`config.mk`:
```
export PLATFORM = sky130hd
export DESIGN_NAME = vfield_counter
export DESIGN_NICKNAME = d
export VERILOG_FILES = /design/src/rtl/vfield_counter.sv
export SDC_FILE = /design/constraint.sdc
export NUM_CORES = 1
export LEC_CHECK = 0
export ABC_AREA = 1
export BUFFER_PORTS_ARGS = -buffer_cell sky130_fd_sc_hd__buf_2
export CAP_MARGIN = 10
export CORE_MARGIN = 2
export CORE_UTILIZATION = 45
export DETAILED_ROUTE_END_ITERATION = 12
export GPL_ROUTABILITY_DRIVEN = 0
export GPL_TIMING_DRIVEN = 1
export PLACE_DENSITY_LB_ADDON = 0.08
export SYNTH_ARGS = -nofsm -noshare
export SYNTH_HDL_FRONTEND = slang
export SYNTH_SLANG_ARGS = --single-unit
```
`constraint.sdc`:
```
create_clock -name clk -period 2.3 [get_ports clk]
set_clock_uncertainty 0.05 [all_clocks]
set_input_delay 0.345 -clock clk [delete_from_list [all_inputs] [get_ports clk]]
set_output_delay 0.345 -clock clk [all_outputs]
set_load 0.01 [all_outputs]
```
`src/rtl/vfield_counter.sv`:
```
module vfield_counter #(
  parameter int CNT_W       = 10,
  parameter int AUTO_NTSC   = 284,
  parameter int AUTO_PAL    = 344,
  parameter int LOCK_NTSC   = 192,
  parameter int LOCK_PAL    = 227,
  parameter int PULSE_LINES = 3
) (
  input  logic             clk,
  input  logic             line_stb,
  input  logic             vsync_in,
  input  logic             pal_sel,
  input  logic             frame_rst_n,
  input  logic             ext_mode,
  input  logic             ext_fsync_n,
  output logic             fsync_n,
  output logic [CNT_W-1:0] line_cnt
);

  localparam logic [CNT_W-1:0] WRAP_N  = CNT_W'(AUTO_NTSC - 1);
  localparam logic [CNT_W-1:0] WRAP_P  = CNT_W'(AUTO_PAL - 1);
  localparam logic [CNT_W-1:0] LOCK_N  = CNT_W'(LOCK_NTSC);
  localparam logic [CNT_W-1:0] LOCK_P  = CNT_W'(LOCK_PAL);
  localparam logic [CNT_W-1:0] PULSE_L = CNT_W'(PULSE_LINES);
  localparam logic [CNT_W-1:0] CNT_MAX = '1;

  logic vs_m, vs_s, vs_d;
  logic ext_q;
  logic auto_last;

  logic [CNT_W-1:0] wrap_at, lock_len;
  assign wrap_at  = pal_sel ? WRAP_P : WRAP_N;
  assign lock_len = pal_sel ? LOCK_P : LOCK_N;

  logic vs_rise, locked, take_vs, wrap, ext_fall;
  assign vs_rise  = vs_s & ~vs_d;
  assign locked   = ~auto_last & (line_cnt < lock_len);
  assign take_vs  = ~ext_mode & vs_rise & ~locked;
  assign wrap     = ~ext_mode & line_stb & (line_cnt >= wrap_at);
  assign ext_fall = ext_mode & line_stb & ext_q & ~ext_fsync_n;

  always_ff @(posedge clk or negedge frame_rst_n) begin
    if (!frame_rst_n) begin
      vs_m <= 1'b0;
      vs_s <= 1'b0;
      vs_d <= 1'b0;
    end else begin
      vs_m <= vsync_in;
      vs_s <= vs_m;
      vs_d <= vs_s;
    end
  end

  always_ff @(posedge clk or negedge frame_rst_n) begin
    if (!frame_rst_n) begin
      line_cnt  <= '0;
      auto_last <= 1'b1;
      ext_q     <= 1'b1;
    end else begin
      if (ext_mode && line_stb) ext_q <= ext_fsync_n;
      if (take_vs) begin
        line_cnt  <= '0;
        auto_last <= 1'b0;
      end else if (wrap) begin
        line_cnt  <= '0;
        auto_last <= 1'b1;
      end else if (ext_fall) begin
        line_cnt  <= '0;
      end else if (line_stb && line_cnt != CNT_MAX) begin
        line_cnt  <= line_cnt + 1'b1;
      end
    end
  end

  assign fsync_n = ext_mode ? ext_q : (line_cnt >= PULSE_L);

endmodule

```
==> flow_metrics.py, run 1 <==
metrics = {
    "run_status": {
        "outcome": "finished clean",
    },
    "cells_and_area": {
        "final_util_pct": 52.0,
        "layout_common_cells": "43 x nand2_1, 21 x nand4_1, 19 x inv_1, 17 x buf_2, 13 x dfrtp_1",
        "area_growth_pct": 10.4,
        "layout-drive-gt1-share_pct": 23.9,
        "fin_nets": 194,
        "n_antenna_cell": 0,
        "mostFrequentLayoutCell": "nand2_1",
    },
    "global_route": {
        "grt_antenna_before_repair": 0,
        "gr-usage-all-layers_pct": 21.2,
        "grt_pass1_vias": 994,
        "grt_overflow_total": 0,
        "grt_pass1_wl_um": 4460,
        "grt_start_max_net_pins": 22,
    },
    "cts": {
        "clk_pin_slew_worst_paths_ns": 0.09,
        "htree_levels": 1,
        "cts_tree": "yes",
        "numCtsBuffers": 3,
        "clk_latency_ns": 0.29,
        "cts-hold-fix-buffers": 1,
        "post_cts_buffers": 0,
        "clockBufferDepth": 2,
        "ctsResizeCount": 0,
        "cts_root_buf": "clkbuf_4",
        "clock-sinks": 15,
    },
    "setup_path": {
        "slowest_stage": "dfrtp_1",
        "ff2ff_path_depth": 10,
        "cp_cell_sequence": "ha_1, nor3_1, a32oi_1, buf_2",
        "required_ns": 1.90,
        "max_stage_delay_ns": 0.45,
        "worstPathMaxFanout": 5,
        "arrival_ns": 1.59,
        "crit_type": "reg -> out",
        "r2r_slack_ns": 0.45,
        "cp-start-kind": "flop",
        "end_kind": "primary output",
    },
    "floorplanning": {
        "std_cell_rows": 18,
        "dieArea_sq_um": 3010,
        "initial_utilization_pct": 47.1,
        "die_w_um": 54.9,
        "die_h_um": 54.9,
        "io_pins": 18,
        "core_sq_um": 2480,
    },
    "timing": {
        "setup_violations": 0,
        "hold_viol_final": 0,
        "tns_ns": 0,
        "hold_ws_ns": 0.104,
        "maxSlewHeadroom_pct": 73.7,
        "tightest_slew_ns": 0.394,
        "slew_viol_final": 0,
        "fin_crit_sh_pct": 86.5,
        "layout_setup_ws_ns": 0.311,
        "fmax_ghz": 0.503,
        "min_period_ns": 1.99,
        "rsz0062_at_grt": "no",
    },
    "power_and_ir_drop": {
        "power_w": 0.000764,
        "p_clk_share_pct": 20.6,
        "leakage_nw": 0.755,
        "peakVddDrop_uv": 417,
        "p_int_w": 0.000473,
        "p_comb_share_pct": 33.2,
        "netSwitchingFraction_pct": 38.1,
        "power.switching_w": 0.000291,
        "pwr-share-seq_pct": 46.2,
        "powerDensity_nw_per_um2": 593,
    },
    "placement": {
        "dp_slack_ns": 0.386,
        "dp_hpwl_um": 2010,
        "portBuffers": 17,
    },
    "yosys": {
        "yosysWarnings": 0,
        "synth_compound_area_share_pct": 3.33,
        "ys_ff_latch": 15,
        "seq_area_frac_synth_pct": 32.4,
        "mappedNetlistArea_sq_um": 1170,
        "avgSynthCellArea_sq_um": 7.24,
        "yosys.area_share.simple_pct": 41.5,
        "synth-xor-area-share_pct": 3.00,
        "synthCells": 161,
        "syn_nets": 174,
        "synth-adder-area-share_pct": 6.44,
        "synthMuxAreaShare_pct": 0,
        "synth_top_family_by_area": "simple AND/OR/NAND/NOR gates",
        "ys_types": 25,
    },
    "detailed_routing": {
        "routed_wl_um": 2750,
        "dr.first_iter.drc_count": 19,
        "postRouteAntennaNets": 0,
        "firstDrtPassIters": 4,
        "vias_per_cell": 5.25,
        "drcViolationCount": 0,
        "post_drt_wl_per_cell_um": 13.1,
        "vias": 1103,
    },
    "min_path": {
        "whs_path_depth": 1,
        "hold_class": "in -> reg",
    },
    "job": {
        "max_cap_violations": 0,
    },
}
[cells by family after synthesis]
family	after synthesis
simple gates	99
buf+inv	30
flops	15
compound gates	7
fa+ha+maj	6
xor+xnor	4
[per-stage QoR]
step                instance area, sq um  cells
floorplan                           1170    161
finish                              1290    210
detailed placement                  1250    205
global placement                    1250    205
CTS                                 1290    210
global route                        1290    210
[path summary, 6_finish.rpt]
| path | from | end |
|---|---|---|
| worst max-delay path | line_cnt[1]$_DFFE_PN0P_ | fsync_n |
| worst min-delay path | vsync_in | vs_m$_DFF_PN0_ |
| worst max register to register | line_cnt[3]$_DFFE_PN0P_ | line_cnt[8]$_DFFE_PN0P_ |
| worst min register to register | vs_m$_DFF_PN0_ | vs_s$_DFF_PN0_ |
| max in group asynchronous | frame_rst_n | auto_last$_DFFE_PN1P_ |
| min in group asynchronous | frame_rst_n | line_cnt[6]$_DFFE_PN0P_ |
[power groups by stage]
stage	sequential (W)	combinational (W)	clock (W)
finish	0.000353	0.000254	0.000158
global route	0.000358	0.000287	0.000176
CTS	0.000352	0.000257	0.000162
detailed placement	0.000357	0.000254	0
global placement	0.000355	0.000244	0
floorplan	0.000357	0.000158	0
[critical path, delay by kind of cell, from the launching register on]
family / cells / cell delay (ns)
compound gates: 1 / 0.16
fa+ha+maj: 1 / 0.27
buf+inv: 1 / 0.16
flops: 1 / 0.45
simple gates: 1 / 0.27
[final cells by class]
class                           instances  area [sq um]
Fill cell                             267          1190
Tap cell                               30          37.5
Inverter                               24          95.1
Clock buffer                            4          26.3
Multi-Input combinational cell        116           633
Timing Repair Buffer                   21           118
Sequential cell                        15           378
[sequential cells by signal, summed over array words and instances (netlist names)]
signal	count
line_cnt	10
auto_last	1
vs_m	1
vs_d	1
vs_s	1
ext_q	1
[routing by layer]
layer | wire length, um | vias to the layer above | part of all wire, % | GRT usage, %
met5 | 0 | - | 0 | 0
met4 | 44 | 0 | 1.6 | 8.94
met3 | 84 | 5 | 3.1 | 3.23
met2 | 1250 | 23 | 45 | 32.5
met1 | 1370 | 511 | 50 | 29.5
li1 | - | 564 | - | -
[synthesized netlist by cell type]
master	instances	area share, %
ha_1	6	6.4
nand2_2	5	2.7
a32oi_1	1	0.75
clkinv_4	1	0.75
nor3_1	2	0.86
o21ai_0	2	0.86
dfrtp_1	13	28
nand2_4	1	0.97
nand3b_1	1	0.64
nand2_1	43	14
buf_4	2	1.3
nand3_1	7	3.0
xor2_1	2	1.5
dfstp_2	2	4.5
a21oi_1	3	1.3
nand3_2	1	0.86
nor2_2	6	3.2
inv_2	4	1.3
nor3b_1	1	0.64
nand4_1	21	11
xnor2_1	2	1.5
buf_6	4	3.9
inv_1	19	6.1
o21ai_1	1	0.43
nor2_1	11	3.5
Note: power is estimated with default switching activity, not from simulation.
==> inputs of run 2 (changes only) <==
- CORE_ASPECT_RATIO: default -> 1.5
==> flow_metrics.py, run 2 (synthesis results as in run 1) <==
metrics = {
    "detailed_routing": {
        "postRouteAntennaNets": 0,
        "drcViolationCount": 0,
        "vias_per_cell": 5.66,
        "routed_wl_um": 2740,
        "post_drt_wl_per_cell_um": 13.6,
        "dr.first_iter.drc_count": 35,
        "vias": 1144,
        "firstDrtPassIters": 4,
    },
    "power_and_ir_drop": {
        "peakVddDrop_uv": 346,
        "power.switching_w": 0.000286,
        "pwr-share-seq_pct": 47.5,
        "p_comb_share_pct": 31.7,
        "p_clk_share_pct": 20.8,
        "power_w": 0.000753,
        "p_int_w": 0.000468,
        "powerDensity_nw_per_um2": 596,
        "leakage_nw": 0.744,
        "netSwitchingFraction_pct": 37.9,
    },
    "setup_path": {
        "slowest_stage": "dfrtp_1",
        "reg2reg_from": "line_cnt[0]$_DFFE_PN0P_",
        "crit_type": "reg -> out",
        "cp-start-kind": "flop",
        "critPathBufInv": 1,
        "cp_cell_sequence": "ha_1, nor3_1, a32oi_1, buf_2",
        "max_stage_delay_ns": 0.50,
        "crit_start": "line_cnt[0]$_DFFE_PN0P_",
        "end_kind": "primary output",
        "crit_family": "flip-flops",
        "arrival_ns": 1.59,
        "worstPathMaxFanout": 9,
        "required_ns": 1.90,
    },
    "timing": {
        "maxSlewHeadroom_pct": 72.6,
        "fin_crit_sh_pct": 86.3,
        "rsz0062_at_grt": "no",
        "min_period_ns": 1.99,
        "tightest_slew_ns": 0.409,
        "hold_viol_final": 0,
        "fmax_ghz": 0.504,
        "slew_viol_final": 0,
        "tns_ns": 0,
        "setup_violations": 0,
    },
    "global_route": {
        "grt_busiest_layer": "met2",
        "grt_pass1_wl_um": 4490,
        "grt_use_met2_pct": 34.2,
        "use_met1_pct": 25.6,
        "met3_usage_pct": 1.64,
        "grt_antenna_before_repair": 0,
        "grt_pass1_vias": 974,
        "grt_overflow_total": 0,
        "grt_start_max_net_pins": 22,
        "gr-usage-all-layers_pct": 20.2,
    },
    "floorplanning": {
        "io_pins": 18,
        "initial_utilization_pct": 47.6,
        "die_w_um": 45.6,
        "dieArea_sq_um": 3020,
        "core_sq_um": 2450,
        "die_h_um": 66.3,
        "std_cell_rows": 22,
    },
    "placement": {
        "portBuffers": 17,
        "dp_hpwl_um": 2030,
    },
    "cts": {
        "clk_pin_slew_worst_paths_ns": 0.09,
        "cts_tree": "yes",
        "htree_levels": 1,
        "post_cts_buffers": 0,
        "clock-sinks": 15,
        "clockBufferDepth": 2,
        "clk_latency_ns": 0.29,
        "numCtsBuffers": 3,
        "cts_root_buf": "clkbuf_4",
    },
    "cells_and_area": {
        "n_antenna_cell": 0,
        "layout_common_cells": "43 x nand2_1, 21 x nand4_1, 19 x inv_1, 17 x buf_2, 13 x dfrtp_1",
        "area_growth_pct": 8.48,
        "top_register": "line_cnt",
        "fin_nets": 192,
        "mostFrequentLayoutCell": "nand2_1",
        "multiInputGateArea_sq_um": 633,
        "register_area_sq_um": 378,
        "layout-drive-gt1-share_pct": 23.0,
        "largest_reg_flops": 10,
        "fill_cells": 259,
    },
    "min_path": {
        "min_from": "vsync_in",
        "hold_class": "in -> reg",
    },
    "job": {
        "max_cap_violations": 0,
    },
    "run_status": {
        "outcome": "finished clean",
    },
}
run 2: changes by cell type in the layout (fill, tap and decap cells not counted):
| cell | previous run | this run |
|---|---|---|
| buf_4 | 3 | 1 |
run 2: area by class of cell:
cell class | instances | share of cell area [%]
Sequential cell | 15 | 29.9
Multi-Input combinational cell | 116 | 50.0
Tap cell | 24 | 2.37
Clock buffer | 4 | 2.08
Inverter | 24 | 7.52
Timing Repair Buffer | 19 | 8.11
run 2: worst reg2reg max path, stage by stage, from the launching register on:
cell	delay, ns
dfrtp_1	0.50
ha_1	0.31
nand3_1	0.15
inv_2	0.08
nand3b_1	0.10
nand2_2	0.08
nor2_2	0.33
nand4_1	0.14
nand2_1	0.10
run 2: power groups by stage:
stage	clock network (W)	registers [W]	logic, W
after detailed placement	0	0.000362	0.000240
after global routing	0.000167	0.000365	0.000275
after floorplan	0	0.000357	0.000158
after CTS	0.000159	0.000356	0.000242
final	0.000157	0.000358	0.000239
after global placement	0	0.000360	0.000237
run 2: repair_timing:
item / CTS / global route
hold buffers: 1 / 0
resized for setup: 0 / 0
hold endpoints to repair: 13 / 0
run 2: metal layers:
layer | wire, um | up-vias
li1 | - | 562
met1 | 1250 | 553
met3 | 79 | 5
met4 | 47 | 0
met2 | 1360 | 24
met5 | 0 | -
run 2: final timing paths:
kind,end,slack [ns],depth (start not counted)
max,fsync_n,0.31,4
min,vs_m$_DFF_PN0_,0.11,1
max reg2reg,line_cnt[2]$_DFFE_PN0P_,0.40,8
min reg2reg,vs_s$_DFF_PN0_,0.31,0
max in group asynchronous,ext_q$_DFFE_PN1P_,1.45,2
min in group asynchronous,line_cnt[4]$_DFFE_PN0P_,0.43,2
run 2: through the flow:
| step | util, % | hold WS (ns) | std cells | area, sq um | setup WS [ns] |
|---|---|---|---|---|---|
| 2_1_floorplan | - | -0.000591 | 161 | 1170 | 0.657 |
| 3_3_place_gp | 50.2 | 0.221 | 197 | 1230 | 0.437 |
| 3_5_place_dp | 50.2 | 0.226 | 197 | 1230 | 0.405 |
| 4_1_cts | 51.6 | 0.108 | 202 | 1260 | 0.311 |
| 5_1_grt | 51.6 | 0.101 | 202 | 1260 | 0.213 |
| 6_report | 51.6 | 0.105 | 202 | 1260 | 0.314 |
==> inputs of run 3 (changes only) <==
- ABC_AREA: 1 -> default
- SKIP_CTS_REPAIR_TIMING: default -> 1
==> flow_metrics.py, run 3 <==
metrics = {
    "timing": {
        "tns_ns": 0,
        "tightest_slew_ns": 0.906,
        "hold_viol_final": 0,
        "maxSlewHeadroom_pct": 39.2,
        "fin_crit_sh_pct": 94.8,
        "slew_viol_final": 0,
        "fmax_ghz": 0.458,
        "min_period_ns": 2.18,
        "layout_setup_ws_ns": 0.119,
        "rsz0062_at_grt": "no",
        "setup_violations": 0,
    },
    "floorplanning": {
        "initial_utilization_pct": 47.7,
        "io_pins": 18,
        "die_w_um": 41.8,
        "core_sq_um": 2030,
        "die_h_um": 60.7,
        "std_cell_rows": 20,
        "dieArea_sq_um": 2540,
    },
    "cells_and_area": {
        "n_antenna_cell": 0,
        "largest_reg_flops": 10,
        "layout-drive-gt1-share_pct": 30.8,
        "layout_common_cells": "17 x buf_2, 13 x dfrtp_1, 8 x o21ai_0, 7 x nand3_1",
        "mostFrequentLayoutCell": "buf_2",
        "multiInputGateArea_sq_um": 542,
        "top_register": "line_cnt",
        "register_area_sq_um": 378,
        "fin_nets": 134,
        "area_growth_pct": 16.8,
        "fill_cells": 193,
    },
    "min_path": {
        "min_to": "vs_m$_DFF_PN0_",
        "min_from": "vsync_in",
        "hold_class": "in -> reg",
        "whs_path_depth": 1,
    },
    "detailed_routing": {
        "dr.first_iter.drc_count": 22,
        "vias_per_cell": 6.39,
        "drcViolationCount": 0,
        "post_drt_wl_per_cell_um": 16.1,
        "firstDrtPassIters": 4,
        "postRouteAntennaNets": 0,
        "vias": 908,
        "routed_wl_um": 2290,
    },
    "yosys": {
        "ys_ff_latch": 15,
        "yosysTopAreaCell": "dfrtp_1",
        "yosysTopAreaCellShare_pct": 33.7,
        "synthArstFlopShare_pct": 100,
        "ys_top_cells_by_area": "dfrtp_1 34%, ha_1 7.8%, dfstp_2 5.4%",
        "mappedNetlistArea_sq_um": 966,
        "avgSynthCellArea_sq_um": 10.1,
        "synth.most_common_cell": "dfrtp_1",
        "yosys_most_used_dff": "dfrtp_1",
        "syn_nets": 109,
        "seq_area_frac_synth_pct": 39.1,
        "synth_edf_count": 0,
        "ys_types": 40,
        "yosysWarnings": 0,
        "synthCells": 96,
        "synthTopCellsByCount": "13 x dfrtp_1, 8 x o21ai_0, 7 x nand3_1",
    },
    "cts": {
        "cts_tree": "yes",
        "clk_latency_ns": 0.30,
        "numCtsBuffers": 3,
        "cts_root_buf": "clkbuf_4",
        "htree_levels": 1,
        "clockBufferDepth": 2,
        "clk_pin_slew_worst_paths_ns": 0.09,
        "clock-sinks": 15,
    },
    "setup_path": {
        "crit_type": "reg -> out",
        "crit_start": "line_cnt[1]$_DFFE_PN0P_",
        "timing.rr.end": "line_cnt[8]$_DFFE_PN0P_",
        "r2r_slack_ns": 0.26,
        "end_kind": "primary output",
        "worstPathMaxFanout": 7,
        "required_ns": 1.90,
        "arrival_ns": 1.79,
        "cp-start-kind": "flop",
        "ff2ff_path_depth": 5,
        "reg2reg_from": "line_cnt[1]$_DFFE_PN0P_",
    },
    "placement": {
        "dp_hpwl_um": 1680,
        "dp_slack_ns": 0.181,
        "portBuffers": 17,
    },
    "job": {
        "max_cap_violations": 0,
    },
    "power_and_ir_drop": {
        "peakVddDrop_uv": 496,
        "p_int_w": 0.000552,
        "p_comb_share_pct": 40.5,
        "pwr-share-seq_pct": 41.4,
        "netSwitchingFraction_pct": 38.0,
        "p_clk_share_pct": 18.1,
        "power.switching_w": 0.000339,
        "powerDensity_nw_per_um2": 789,
        "leakage_nw": 0.502,
    },
    "global_route": {
        "gr-usage-all-layers_pct": 21.5,
        "grt_antenna_before_repair": 0,
        "grt_overflow_total": 0,
        "grt_pass1_wl_um": 4110,
        "grt_start_max_net_pins": 16,
        "grt_pass1_vias": 907,
    },
    "run_status": {
        "outcome": "finished clean",
    },
}
==> run 3: changes by cell type in the layout (fill, tap and decap cells not counted), moves of 6 or more <==
| cell | delta |
|---|---|
| nand2_1 | -40 |
| nor2_2 | -6 |
| o21ai_0 | +6 |
| inv_1 | -15 |
| nor2_1 | -10 |
| nand4_1 | -19 |
==> run 3: logic make-up (layout without fill, tap and decap cells) <==
group / count (synthesis) / after routing / share of synthesized area [%]
flip-flops: 15 / 15 / 39.1
AND/OR/NAND/NOR: 36 / 36 / 22.9
AO/OA/AOI/OAI: 26 / 26 / 20.1
multiplexers: 4 / 4 / 4.40
buffers and inverters: 8 / 32 / 4.79
XOR/XNOR: 1 / 1 / 0.907
adder cells (fa/ha/maj): 6 / 6 / 7.77
==> run 3: power groups by stage <==
stage / logic, W / clock network, W / registers [W]
after floorplan: 0.000190 / 0 / 0.000395
after global placement: 0.000355 / 0 / 0.000373
after detailed placement: 0.000358 / 0 / 0.000373
after CTS: 0.000362 / 0.000162 / 0.000368
after global routing: 0.000404 / 0.000171 / 0.000377
final: 0.000361 / 0.000161 / 0.000369
==> run 3: worst max-delay path, stage by stage, from the launching register on <==
cell,delay (ns)
dfrtp_1,0.46
ha_1,0.28
nor4_1,0.24
nand3_1,0.11
mux2_2,0.26
buf_2,0.14
==> run 3: layer usage <==
metal,track usage (%),wire length (um)
met5,0,0
met2,36.6,1110
met3,1.79,100
met1,26.8,1040
met4,12.4,42
==> run 3: worst max-delay path by stage <==
stage / endpoint / cells past startpoint
floorplan: line_cnt[8]$_DFFE_PN0P_ / 6
global placement: line_cnt[2]$_DFFE_PN0P_ / 7
detailed placement: line_cnt[8]$_DFFE_PN0P_ / 7
CTS: fsync_n / 5
global route: fsync_n / 5
finish: fsync_n / 5
==> run 3: through the flow <==
| step | util [%] | cell area [sq um] | total power, W | cells | hold slack [ns] |
|---|---|---|---|---|---|
| 2_1_floorplan | - | 966 | 0.000585 | 96 | -0.000591 |
| 4_1_cts | 55.2 | 1120 | 0.000892 | 141 | -0.0928 |
| 6_report | 55.7 | 1130 | 0.000890 | 142 | 0.108 |
| 3_3_place_gp | 53.9 | 1090 | 0.000728 | 137 | 0.223 |
| 3_5_place_dp | 53.9 | 1090 | 0.000732 | 137 | 0.226 |
| 5_1_grt | 55.7 | 1130 | 0.000951 | 142 | 0.0934 |
==> run 3: cell type report <==
cell class | count | area share [%]
flip-flops and latches | 15 | 33.5
inverters | 4 | 1.33
multi-input cells | 73 | 48.0
repair buffers | 24 | 12.4
well taps | 22 | 2.44
clock buffers | 4 | 2.33
